**src/rtl/dma_seq_pkg.sv**
```systemverilog
package dma_seq_pkg;

    typedef enum logic [1:0] {
        ST_IDLE  = 2'd0,
        ST_SETUP = 2'd1,
        ST_FETCH = 2'd2,
        ST_WAIT  = 2'd3
    } seq_state_t;

    localparam logic [1:0] MODE_SEVEN = 2'd1;
    localparam logic [1:0] MODE_EIGHT = 2'd2;
    localparam logic [1:0] MODE_NINE  = 2'd3;

    function automatic int max3(input int a, input int b, input int c);
        int m;
        m = (a > b) ? a : b;
        return (m > c) ? m : c;
    endfunction

endpackage

```
**src/rtl/dma_burst_sizer.sv**
```systemverilog
module dma_burst_sizer
    import dma_seq_pkg::*;
#(
    parameter int REM_W    = 19,
    parameter int BLEN_W   = 7,
    parameter int BURST_M1 = 60,
    parameter int BURST_M2 = 64,
    parameter int BURST_M3 = 63
) (
    input  logic [1:0]        mode,
    input  logic [REM_W-1:0]  remaining,
    output logic [BLEN_W-1:0] blen
);

    logic [BLEN_W-1:0] full_size;

    always_comb begin
        unique case (mode)
            MODE_EIGHT: full_size = BLEN_W'(BURST_M2);
            MODE_NINE:  full_size = BLEN_W'(BURST_M3);
            default:    full_size = BLEN_W'(BURST_M1);
        endcase
    end

    always_comb begin
        if (remaining < REM_W'(full_size))
            blen = remaining[BLEN_W-1:0];
        else
            blen = full_size;
    end

endmodule

```
**src/rtl/dma_word_pacer.sv**
```systemverilog
module dma_word_pacer
    import dma_seq_pkg::*;
#(
    parameter int BLEN_W = 7
) (
    input  logic              clk,
    input  logic              rst_n,
    input  logic              clear,
    input  logic              step,
    input  logic [1:0]        mode,
    input  logic [BLEN_W-1:0] burst_len,
    output logic              last_word
);

    localparam int ACC_W = BLEN_W + 1;

    logic [ACC_W-1:0] acc_q;
    logic             odd_q;
    logic [ACC_W-1:0] credit;

    always_comb begin
        unique case (mode)
            MODE_EIGHT: credit = ACC_W'(4);
            MODE_NINE:  credit = odd_q ? ACC_W'(5) : ACC_W'(4);
            default:    credit = ACC_W'(5);
        endcase
    end

    assign last_word = (acc_q + credit) >= {1'b0, burst_len};

    always_ff @(posedge clk) begin
        if (!rst_n) begin
            acc_q <= '0;
            odd_q <= 1'b0;
        end else if (clear) begin
            acc_q <= '0;
            odd_q <= 1'b0;
        end else if (step) begin
            acc_q <= acc_q + credit;
            odd_q <= ~odd_q;
        end
    end

endmodule

```
**src/rtl/dma_burst_seq.sv**
```systemverilog
module dma_burst_seq
    import dma_seq_pkg::*;
#(
    parameter int HALF_W   = 18,
    parameter int BURST_M1 = 60,
    parameter int BURST_M2 = 64,
    parameter int BURST_M3 = 63,
    parameter int BLEN_W   = $clog2(max3(BURST_M1, BURST_M2, BURST_M3) + 1)
) (
    input  logic                  clk,
    input  logic                  rst_n,
    input  logic                  start_valid,
    input  logic [2*HALF_W-1:0]   start_word,
    input  logic [1:0]            mode,
    input  logic                  dev_req,
    input  logic                  fetch_ack,
    output logic                  busy,
    output logic                  done,
    output logic                  reject,
    output logic                  irq_en,
    output logic                  fetch_req,
    output logic [HALF_W-1:0]     fetch_addr,
    output logic                  burst_start,
    output logic [BLEN_W-1:0]     burst_bytes,
    output logic [2*HALF_W-1:0]   dbg_word
);

    localparam int REM_W  = HALF_W + 1;
    localparam int WORD_W = 2 * HALF_W;
    localparam logic [REM_W-1:0] FULL_COUNT = {1'b1, {HALF_W{1'b0}}};

    seq_state_t         state_q, state_d;
    logic [HALF_W-1:0]  addr_q;
    logic [REM_W-1:0]   rem_q;
    logic [1:0]         mode_q;
    logic [BLEN_W-1:0]  blen_q;
    logic               busy_q, done_q, reject_q, bstart_q;
    logic [BLEN_W-1:0]  next_blen;
    logic               last_word;
    logic [HALF_W-1:0]  start_cnt;
    logic               accept, word_taken, finish;

    assign start_cnt  = start_word[WORD_W-1:HALF_W];
    assign accept     = (state_q == ST_IDLE) && start_valid;
    assign word_taken = (state_q == ST_FETCH) && fetch_ack;
    assign finish     = (state_q == ST_WAIT) && dev_req && (rem_q == '0);

    dma_burst_sizer #(
        .REM_W    (REM_W),
        .BLEN_W   (BLEN_W),
        .BURST_M1 (BURST_M1),
        .BURST_M2 (BURST_M2),
        .BURST_M3 (BURST_M3)
    ) u_sizer (
        .mode      (mode_q),
        .remaining (rem_q),
        .blen      (next_blen)
    );

    dma_word_pacer #(
        .BLEN_W (BLEN_W)
    ) u_pacer (
        .clk       (clk),
        .rst_n     (rst_n),
        .clear     (state_q == ST_SETUP),
        .step      (word_taken),
        .mode      (mode_q),
        .burst_len (blen_q),
        .last_word (last_word)
    );

    // state register
    always_ff @(posedge clk) begin
        if (!rst_n) state_q <= ST_IDLE;
        else        state_q <= state_d;
    end

    // next state
    always_comb begin
        state_d = state_q;
        unique case (state_q)
            ST_IDLE:  if (start_valid) state_d = ST_SETUP;
            ST_SETUP: state_d = ST_FETCH;
            ST_FETCH: if (fetch_ack && last_word) state_d = ST_WAIT;
            ST_WAIT:  if (dev_req) state_d = (rem_q == '0) ? ST_IDLE : ST_SETUP;
            default:  state_d = ST_IDLE;
        endcase
    end

    // transfer registers
    always_ff @(posedge clk) begin
        if (!rst_n) begin
            addr_q   <= '0;
            rem_q    <= '0;
            mode_q   <= '0;
            blen_q   <= '0;
            busy_q   <= 1'b0;
            done_q   <= 1'b0;
            reject_q <= 1'b0;
            bstart_q <= 1'b0;
        end else begin
            reject_q <= start_valid && busy_q;
            bstart_q <= (state_q == ST_SETUP);
            if (accept) begin
                addr_q <= start_word[HALF_W-1:0];
                rem_q  <= FULL_COUNT - REM_W'(start_cnt);
                mode_q <= mode;
                busy_q <= 1'b1;
                done_q <= 1'b0;
            end
            if (state_q == ST_SETUP) begin
                blen_q <= next_blen;
                rem_q  <= rem_q - REM_W'(next_blen);
            end
            if (word_taken)
                addr_q <= addr_q + 1'b1;
            if (finish) begin
                busy_q <= 1'b0;
                done_q <= 1'b1;
            end
        end
    end

    // outputs
    always_comb begin
        fetch_req   = (state_q == ST_FETCH);
        irq_en      = (state_q == ST_WAIT);
        busy        = busy_q;
        done        = done_q;
        reject      = reject_q;
        burst_start = bstart_q;
        burst_bytes = blen_q;
        fetch_addr  = addr_q;
        dbg_word    = {HALF_W'(FULL_COUNT - rem_q), addr_q};
    end

endmodule

```
**config.mk**
```make
export PLATFORM = sky130hd
export DESIGN_NAME = dma_burst_seq
export DESIGN_NICKNAME = d
export VERILOG_FILES = /design/src/rtl/dma_seq_pkg.sv /design/src/rtl/dma_burst_sizer.sv /design/src/rtl/dma_word_pacer.sv /design/src/rtl/dma_burst_seq.sv
export SDC_FILE = /design/constraint.sdc
export NUM_CORES = 1
export LEC_CHECK = 0
export BUFFER_PORTS_ARGS = -buffer_cell sky130_fd_sc_hd__buf_4
export CAP_MARGIN = 20
export CORE_UTILIZATION = 50
export CTS_CLUSTER_DIAMETER = 150
export CTS_CLUSTER_SIZE = 40
export DETAILED_ROUTE_END_ITERATION = 10
export HOLD_SLACK_MARGIN = 0.08
export PLACE_DENSITY = 0.75
export REMOVE_ABC_BUFFERS = 1
export SYNTH_ARGS = -nofsm -noshare
export SYNTH_HDL_FRONTEND = slang
export SYNTH_SLANG_ARGS = --single-unit
export TNS_END_PERCENT = 1
```
**constraint.sdc**
```tcl
create_clock -name clk -period 12.4 [get_ports clk]
set_input_delay 0.62 -clock clk [delete_from_list [all_inputs] [get_ports clk]]
set_output_delay 0.62 -clock clk [all_outputs]
set_load 0.05 [all_outputs]
```
==> flow_summary_export.csv, run 1 <==
group,metric,value,unit
worst_setup_path,crit_path_top_delay_cell,"nor2b_1",
synth,synthXorXnorAreaFrac,9.77,%
timing,slew_viol_final,0,
worst_setup_path,startpoint_type,"flop",
run_status,outcome,"completed",
clocking,root_buffer,"clkbuf_8",
synth,yosys.area_share.simple,22.5,%
synth,yosys_warnings,0,
global_routing,grt_max_degree,44,
synth,synthMuxAreaShare,0.223,%
synth,synth-adder-area-share,7.42,%
routing,drc,0,
clocking,clock_sinks,61,
floorplan,die_x,96.7,microns
clocking,htree_levels,3,
routing,wire_per_inst,15.6,microns
global_routing,grt_pass1_wl,19500,microns
synth,synth_cells,564,
worst_setup_path,crit_arrival,4.74,ns
floorplan,dieArea,9350,sq um
floorplan,die_height,96.7,microns
min_path,hp-start,"u_pacer.acc_q[0]",
timing,setup_viol_count_final,0,
global_routing,grt-ovfl-total,0,
clocking,cts_buffers,9,
final_layout,fin_nets,706,
routing,drt-initial-drc-count,254,
final_layout,num_antenna_cells,0,
timing,rsz0062_at_grt,"no",
worst_setup_path,cp_cell_sequence,"nor2b_1 -> inv_1 -> ha_1 -> o31ai_4 -> o31ai_1 -> buf_4 -> inv_1 -> nor2_1 -> a21oi_1 -> inv_1 -> ha_1 -> inv_1 -> fa_1 -> a211oi_1 -> o21bai_1 -> o21ai_0 -> a31oi_4 -> nor4_2 -> xnor2_1 -> a221oi_1",
routing,viasPerCell,5.78,
final_layout,instances_no_fill,749,
final_layout,drive_gt1_share,23.6,%
timing,worstMarginPinSlew,1.05,ns
synth,ys.flop_type,"dfxtp_1",
timing,min_period_over_period,36.5,%
synth,synth_area,4480,sq um
floorplan,core,8720,sq um
job,maxCapViolCount,0,
global_routing,grt_use_total,25.2,%
clocking,cts_setup_buffers,0,
floorplan,ioPinCount,110,
routing,ant_nets,0,
timing,relSlewSlack,30.0,%
floorplan,start_util,51.4,%
global_routing,antenna_found_initial,0,
clocking,clk_pin_slew,0.07,ns
worst_setup_path,r2r-start,"mode_q[1]",
placed_design,placed_cells,734,
routing,routed-via-count,4332,
final_layout,syn_to_final_growth,20.3,%
timing,finClkSkew,0.00730,ns
placed_design,dp_hpwl,8590,microns
timing,finalHoldViolCount,0,
routing,wl_met2,5760,microns
worst_setup_path,critPathCaptureType,"flop",
synth,synth-seq-area-share,27.2,%
clocking,cts_resized,0,
placed_design,portBuffers,109,
worst_setup_path,crit_top_cell,"inv_1",
routing,met3_length,438,microns
placed_design,globalplace.congestion,0.888,
pwr,power_density,312,nW/um^2
pwr,ir_drop,0.236,mV
min_path,hold_class,"reg2reg",
worst_setup_path,path_class,"reg2reg",
synth,synth_edf_count,0,
synth,ys_types,67,
worst_setup_path,critPathMaxFanout,11,
pwr,cellLeakagePower,2.14,nW
global_routing,grt_pass1_vias,4015,
clocking,clockBufferDepth,2,
clocking,cts_tree,"done",
clocking,clk-insertion-delay-late,0.34,ns
routing,wirelength,11700,microns
synth,synth-compound-area-share,24.7,%
routing,highest_layer,"met4",
timing,finalSetupTns,0,ns
synth,async_flop_share,0,%
synth,syn_avg_cell_area,7.95,sq um
floorplan,rows,34,
worst_setup_path,critPathMaxStageDelay,0.44,ns
synth,yosys_register_bits,61,
timing,fmax,0.221,GHz
routing,dr.pass1.iters,4,
worst_setup_path,crit_start,"mode_q[1]",
routing,wl_met1,5340,microns
clocking,hold_buffers,0,
synth,synth_top_family_by_area,"compound AO/OA/AOI/OAI gates",
timing,period_needed,4.52,ns
worst_setup_path,required,12.62,ns
## state kept, by name, summed over array words and instances, names as in the netlist
signal         cells
burst_start        1
busy               1
done               1
mode_q             2
reject             1
fetch_addr        18
rem_q             19
state_q            2
burst_bytes        7
u_pacer.acc_q      8
u_pacer.odd_q      1
## where the power goes
| part | internal [mW] | switching (mW) |
|---|---|---|
| sequential | 0.254 | 0.0983 |
| combinational | 0.395 | 0.757 |
| clock | 0.102 | 0.0780 |
## worst max-delay path: cells and delay by family (launching register included)
family                     cells  cell delay, ns
and+or+nand+nor                3            0.80
adders and majority gates      3            0.92
xor gates and xnor gates       1            0.11
buffers and inverters          5            0.61
DFF                            1            0.39
AOI/OAI and AO/OA              8            1.55
## per-layer routing
metal / GRT usage, % / vias up
li1: - / 2155
met1: 33.1 / 2058
met2: 41.9 / 109
met3: 5.27 / 10
met4: 6.77 / 0
met5: 0 / -
## layout by cell type, fill, tap and decap left out, types with 5 or more instances in the layout
| cell type | synthesis | final |
|---|---|---|
| nor2_1 | 55 | 55 |
| o21ai_0 | 34 | 34 |
| or3_1 | 8 | 8 |
| inv_1 | 25 | 25 |
| nand2_1 | 45 | 45 |
| xnor2_1 | 38 | 38 |
| clkbuf_8 | 0 | 11 |
| and2_1 | 5 | 5 |
| xor2_1 | 12 | 12 |
| nand2b_1 | 12 | 12 |
| a21oi_1 | 36 | 36 |
| nor3_1 | 17 | 17 |
| ha_1 | 25 | 25 |
| dfxtp_1 | 61 | 61 |
| nand3_1 | 11 | 11 |
| a311oi_1 | 8 | 8 |
| a221oi_1 | 7 | 7 |
| o211ai_1 | 5 | 5 |
| buf_4 | 19 | 112 |
| a211oi_1 | 23 | 23 |
| and3_1 | 5 | 5 |
## logic make-up after synthesis
family | Yosys count
and+or+nand+nor | 196
AOI/OAI and AO/OA | 154
buffers and inverters | 76
DFF | 61
xor gates and xnor gates | 50
adders and majority gates | 26
muxes | 1
## cells in the mapped netlist (7+ instances only)
| library cell | count | area [sq um] |
|---|---|---|
| xnor2_1 | 38 | 333 |
| a311oi_1 | 8 | 70.1 |
| dfxtp_1 | 61 | 1220 |
| a21oi_1 | 36 | 180 |
| xor2_1 | 12 | 105 |
| a221oi_1 | 7 | 61.3 |
| nor3_1 | 17 | 85.1 |
| nand2b_1 | 12 | 75.1 |
| inv_1 | 25 | 93.8 |
| nand2_1 | 45 | 169 |
| a211oi_1 | 23 | 173 |
| clkbuf_1 | 25 | 93.8 |
| or3_1 | 8 | 50.1 |
| buf_4 | 19 | 143 |
| o21ai_0 | 34 | 170 |
| ha_1 | 25 | 313 |
| nor2_1 | 55 | 206 |
| nand3_1 | 11 | 55.1 |
## stage by stage
stage                     setup slack [ns]  hold slack, ns  cell area (sq um)  utilization, %  total power [mW]
after floorplan                       7.94           0.441               4220               -              1.19
after global placement                8.17           0.447               5190            59.6              1.49
after detailed placement              7.87           0.463               5190            59.6              1.50
after CTS                             7.87           0.473               5390            61.9              1.69
after global routing                  7.50           0.491               5390            61.9              1.79
final                                 7.88           0.476               5390            61.9              1.68
## layout make-up
class	instances	area [sq um]
clock buffers	11	151
multi-input cells	427	2900
repair buffers	112	841
flip-flops and latches	61	1220
clock inverters	4	47.5
well taps	108	135
fillers	783	3330
inverters	26	97.6
## path summary, 6_finish.rpt
path                           end  slack, ns  cells past startpoint
setup / recovery         rem_q[14]       7.88                     20
hold reg to reg   u_pacer.acc_q[0]       0.48                      2
setup reg to reg         rem_q[14]       7.88                     20
hold / removal    u_pacer.acc_q[0]       0.48                      2
Power figures use the tool's default switching activity.
==> inputs of run 2 (changes only) <==
Settings changed: CORE_UTILIZATION 50 to 49, PLACE_DENSITY 0.75 to 0.77.
Clock period 12.4 ns to 4.1 ns, I/O delays scaled along.
==> run 2 against run 1 <==
The run now ends with DRC left. Largest power group unchanged. Count of clock-buffer cells in the layout fell by 1. Clock skew rose by 0.0034 ns. Final area rose by 3.1%. Combinational power rose to 3.2 times the previous value. First-iteration DRC count rose by 38%. Clock power rose to 3.3 times the previous value. Die area rose by 2.0%. Via count rose by 5.0%. Highest routed layer unchanged. Cell count rose by 1.7%. Total power rose to 3.2 times the previous value. Utilization rose by 1.3 points.
==> flow_summary_export.csv, run 2 (synthesis gave the netlist of run 1 again) <==
group,metric,value,unit
run_status,outcome,"finished with violations",
run_status,failed_checks,"DRC",
timing,worstMarginPinSlew,0.902,ns
worst_setup_path,critPathCaptureType,"flop",
final_layout,top_register,"rem_q",
routing,dr.pass1.iters,8,
clocking,cts_tree,"done",
routing,ant_nets,0,
final_layout,fin_nets,718,
worst_setup_path,crit_path_top_delay_cell,"fa_1",
global_routing,grt_max_degree,44,
floorplan,rows,34,
clocking,root_buffer,"clkbuf_8",
worst_setup_path,cp_cell_sequence,"nand2_1 -> ha_1 -> a211oi_1 -> o31ai_2 -> inv_1 -> a21oi_1 -> inv_1 -> ha_1 -> inv_1 -> fa_1 -> a211oi_2 -> o21bai_2 -> o311ai_2 -> a31oi_4 -> buf_4 -> nor4_4 -> xnor2_1 -> a221oi_1",
final_layout,drive_gt1_share,26.6,%
routing,viasPerCell,5.97,
routing,wire_per_inst,16.6,microns
clocking,clock_sinks,61,
worst_setup_path,r2r-start,"mode_q[0]",
worst_setup_path,critPathMaxStageDelay,0.42,ns
timing,finalHoldViolCount,0,
floorplan,die_height,97.7,microns
clocking,hold_buffers,0,
routing,wirelength,12600,microns
final_layout,num_antenna_cells,0,
floorplan,die_x,97.7,microns
worst_setup_path,worstRegToRegCells,18,
clocking,clockBufferDepth,2,
worst_setup_path,path_class,"reg2reg",
worst_setup_path,regToRegEndpoint,"rem_q[14]",
floorplan,start_util,50.9,%
timing,fmax,0.261,GHz
timing,relSlewSlack,39.5,%
pwr,finalPower,5.33,mW
timing,min_period_over_period,93.6,%
pwr,cellLeakagePower,2.22,nW
clocking,clk_pin_slew,0.08,ns
final_layout,layout_commonest_cell,"buf_4",
routing,drt-initial-drc-count,350,
worst_setup_path,crit_start,"mode_q[0]",
pwr,ir_drop,0.737,mV
routing,routed-via-count,4549,
timing,period_needed,3.84,ns
worst_setup_path,reg2reg_setup_slack,0.26,ns
routing,drc,12,
timing,finalSetupTns,0,ns
job,maxCapViolCount,0,
global_routing,grt_pass1_wl,20000,microns
worst_setup_path,crit_arrival,4.07,ns
placed_design,portBuffers,109,
worst_setup_path,startpoint_type,"flop",
min_path,hold_class,"in2reg",
timing,slew_viol_final,0,
global_routing,grt-ovfl-total,0,
final_layout,final_cell_mix,"buf_4, dfxtp_1, nor2_1",
timing,finClkSkew,0.0107,ns
worst_setup_path,crit_end,"rem_q[14]",
timing,holdWs,0.101,ns
global_routing,grt_use_total,25.9,%
min_path,hold_depth,3,
global_routing,antenna_found_initial,0,
pwr,power_density,959,nW/um^2
worst_setup_path,crit_top_cell,"inv_1",
floorplan,core,8810,sq um
floorplan,ioPinCount,110,
placed_design,dp_hpwl,8940,microns
timing,setup_viol_count_final,0,
worst_setup_path,required,4.34,ns
placed_design,globalplace.congestion,0.906,
final_layout,largest_register_ff_count,19,
final_layout,fin_util,63.2,%
final_layout,instances_no_fill,762,
worst_setup_path,critPathMaxFanout,4,
floorplan,dieArea,9540,sq um
final_layout,syn_to_final_growth,24.1,%
clocking,cts_buffers,9,
global_routing,grt_pass1_vias,4204,
clocking,clk-insertion-delay-late,0.35,ns
placed_design,placed_cells,742,
clocking,htree_levels,3,
run 2: changes by cell type in the layout (fill, tap and decap cells not counted), sizes merged:
cell      previous run  this run
bufinv               1         2
clkinv               3         2
clkbuf              11        10
clkinvlp             1         3
buf                112       124
run 2: worst max-delay path: cells and delay by family (launching register included):
kind | cells | cell delay [ns]
fa+ha+maj | 3 | 0.91
compound gates | 8 | 1.63
simple gates | 2 | 0.27
flops | 1 | 0.38
xor+xnor | 1 | 0.09
buf+inv | 4 | 0.43
run 2: layout make-up:
type | count | area, sq um
fill | 757 | 3240
inverter | 26 | 97.6
timing repair buffer | 124 | 935
clock buffer | 10 | 128
sequential | 61 | 1220
multi-input combinational | 427 | 2960
clock inverter | 6 | 87.6
tap | 108 | 135
run 2: where the power goes:
| part | switching (mW) | total, mW | internal [mW] | leakage, nW |
|---|---|---|---|---|
| Combinational | 2.42 | 3.71 | 1.28 | 1.62 |
| Sequential | 0.262 | 1.03 | 0.767 | 0.501 |
| Clock | 0.256 | 0.597 | 0.341 | 0.0985 |
| Total | 2.94 | 5.33 | 2.39 | 2.22 |
run 2: how the worst min path moves through the flow:
| stage | startpoint | to | slack, ns |
|---|---|---|---|
| finish | start_word[0] | fetch_addr[0] | 0.10 |
| detailed placement | start_word[0] | fetch_addr[0] | 0.46 |
| global placement | u_pacer.acc_q[0] | u_pacer.acc_q[0] | 0.45 |
| global route | mode[0] | mode_q[0] | 0.10 |
| CTS | start_word[0] | fetch_addr[0] | 0.09 |
| floorplan | rst_n | done | 0.32 |
run 2: what timing repair did:
item                                    in CTS  in global routing
resized for setup                            0                 15
setup buffers                                0                  3
endpoints found under the setup margin       0                 12
run 2: layer usage:
metal	share of wire (%)	up-vias	GRT usage (%)
met1	42	2193	31.3
li1	-	2182	-
met2	51	156	45.8
met5	0	-	0
met4	1.2	0	7.58
met3	5.5	18	5.54
run 2: through the flow:
stage          worst slack, ns  cell area (sq um)
5_1_grt                -0.0197               5560
2_1_floorplan           -0.360               4220
3_5_place_dp             0.113               5260
4_1_cts                 0.0699               5470
6_report                 0.264               5560
3_3_place_gp             0.287               5260
==> inputs of run 3 (changes only) <==
Settings changed: CORE_UTILIZATION 49 to 35, CTS_CLUSTER_DIAMETER 150 to default, PLACE_DENSITY 0.77 to default.
==> run 3 against run 2 <==
First-iteration DRC count is 0.57% lower. Clock power is 38% higher. Non-clock buffer count is 3 lower. Sequential power hardly changed. Global-route usage is 6.5 points lower. Maximum frequency is 0.66% higher. Routed wire length is 1.1% higher. Count of clock-buffer cells in the layout is 1 higher. The flow now finishes without violations. Largest power group unchanged. Critical path depth is 2 higher. Combinational power is 2% lower. Sequential cell count stayed put.
==> flow_summary_export.csv, run 3 (synthesis gave the netlist of run 1 again) <==
group,metric,value,unit
run_status,outcome,"completed",
global_routing,antenna_found_initial,0,
floorplan,dieArea,13300,sq um
placed_design,dpl-instance-area,5330,sq um
clocking,clk_pin_slew,0.05,ns
timing,relSlewSlack,29.1,%
worst_setup_path,critPathCaptureType,"flop",
routing,wire_per_inst,15.6,microns
clocking,clk-insertion-delay-late,0.33,ns
pwr,ir_drop,0.813,mV
routing,viasPerCell,5.36,
global_routing,grt_pass1_wl,19900,microns
final_layout,fin_nets,715,
routing,dr.pass1.iters,5,
timing,slew_viol_final,0,
final_layout,syn_to_final_growth,26.7,%
clocking,clock_sinks,61,
routing,drt-initial-drc-count,348,
final_layout,layout_commonest_cell,"buf_4",
worst_setup_path,startpoint_type,"flop",
timing,finalSetupTns,0,ns
placed_design,pre_cts_ws,0.114,ns
worst_setup_path,required,4.29,ns
routing,drc,0,
routing,wirelength,12800,microns
timing,setup_ws,0.289,ns
pwr,cellLeakagePower,2.25,nW
min_path,hp-start,"start_word[0]",
final_layout,fin_area,5680,sq um
floorplan,die_x,115,microns
global_routing,grt_pass1_vias,3984,
worst_setup_path,critPathMaxFanout,6,
global_routing,grt_use_total,19.4,%
placed_design,portBuffers,109,
worst_setup_path,crit_arrival,4.00,ns
timing,setup_viol_count_final,0,
worst_setup_path,r2r-start,"mode_q[1]",
clocking,cts_buffers,9,
clocking,htree_levels,3,
final_layout,final_cell_mix,"buf_4, dfxtp_1, nor2_1",
floorplan,core,12300,sq um
clocking,clockBufferDepth,2,
global_routing,grt-ovfl-total,0,
placed_design,placed_cells,802,
global_routing,grt_max_degree,44,
final_layout,instances_no_fill,818,
timing,period_needed,3.81,ns
timing,fmax,0.262,GHz
final_layout,drive_gt1_share,25.5,%
final_layout,num_antenna_cells,0,
floorplan,die_height,115,microns
timing,holdWs,0.115,ns
placed_design,globalplace.congestion,0.890,
pwr,power_density,966,nW/um^2
routing,ant_nets,0,
floorplan,ioPinCount,110,
pwr,finalPower,5.49,mW
job,maxCapViolCount,0,
min_path,hold_class,"in2reg",
floorplan,rows,40,
final_layout,top_register,"rem_q",
final_layout,largest_register_ff_count,19,
timing,worstMarginPinSlew,1.06,ns
worst_setup_path,path_class,"reg2reg",
final_layout,fin_util,46.3,%
placed_design,dp_hpwl,9300,microns
timing,finClkSkew,0.00624,ns
floorplan,start_util,36.6,%
routing,routed-via-count,4387,
clocking,root_buffer,"clkbuf_16",
worst_setup_path,crit_start,"mode_q[1]",
timing,finalHoldViolCount,0,
timing,min_period_over_period,93.0,%
timing,rsz0062_at_grt,"yes",
clocking,cts_tree,"done",
[run 3: cell count changes in the layout (fill, tap and decap cells not counted), moves of 2 or more]
cell / delta
clkinvlp_4: -2
buf_4: -2
clkbuf_8: -8
clkbuf_16: +9
[run 3: cell type report]
cell class / instances / area, sq um
clock buffer: 11 / 243
clock inverter: 4 / 72.6
fill: 1224 / 6580
inverter: 26 / 97.6
multi-input combinational: 427 / 2930
sequential: 61 / 1220
tap: 168 / 210
timing repair buffer: 121 / 908
[run 3: repair_timing]
item                       4_1_cts  5_1_grt
hold buffers                     0        0
setup endpoints to repair        0       13
buffers inserted                 0        1
resized for setup                0        9
[run 3: final timing paths]
path | to | slack [ns] | cells after the start
worst min-delay path | fetch_addr[0] | 0.11 | 3
worst max register to register | rem_q[8] | 0.29 | 20
worst max-delay path | rem_q[8] | 0.29 | 20
worst min register to register | u_pacer.acc_q[0] | 0.46 | 2
[run 3: critical path: stages, from the launching register on]
cell and delay (ns):
dfxtp_1 0.39, nor2b_2 0.18, inv_1 0.08, ha_1 0.32, o31ai_4 0.09, o31ai_2 0.25, inv_1 0.13, nor2_1 0.15
a21oi_1 0.07, inv_1 0.08, ha_1 0.15, inv_1 0.06, fa_2 0.37, a211oi_2 0.25, o21bai_2 0.13, o311ai_1 0.16
a31oi_4 0.22, buf_4 0.18, nor3_1 0.18, xnor2_1 0.15, o22ai_1 0.09
[run 3: layer usage]
| layer | share of wire (%) | global-route usage [%] | wire, microns | up-vias |
|---|---|---|---|---|
| li1 | - | - | - | 2185 |
| met1 | 47 | 25.3 | 5960 | 2081 |
| met2 | 48 | 32.3 | 6160 | 112 |
| met3 | 3.9 | 3.22 | 504 | 9 |
| met4 | 1.3 | 6.75 | 165 | 0 |
| met5 | 0 | 0 | 0 | - |
[run 3: power by group]
group / total (mW) / leakage, nW / internal, mW / switching (mW)
clock: 0.822 / 0.152 / 0.544 / 0.278
combinational: 3.65 / 1.60 / 1.26 / 2.39
sequential: 1.02 / 0.501 / 0.768 / 0.251
total: 5.49 / 2.25 / 2.57 / 2.92
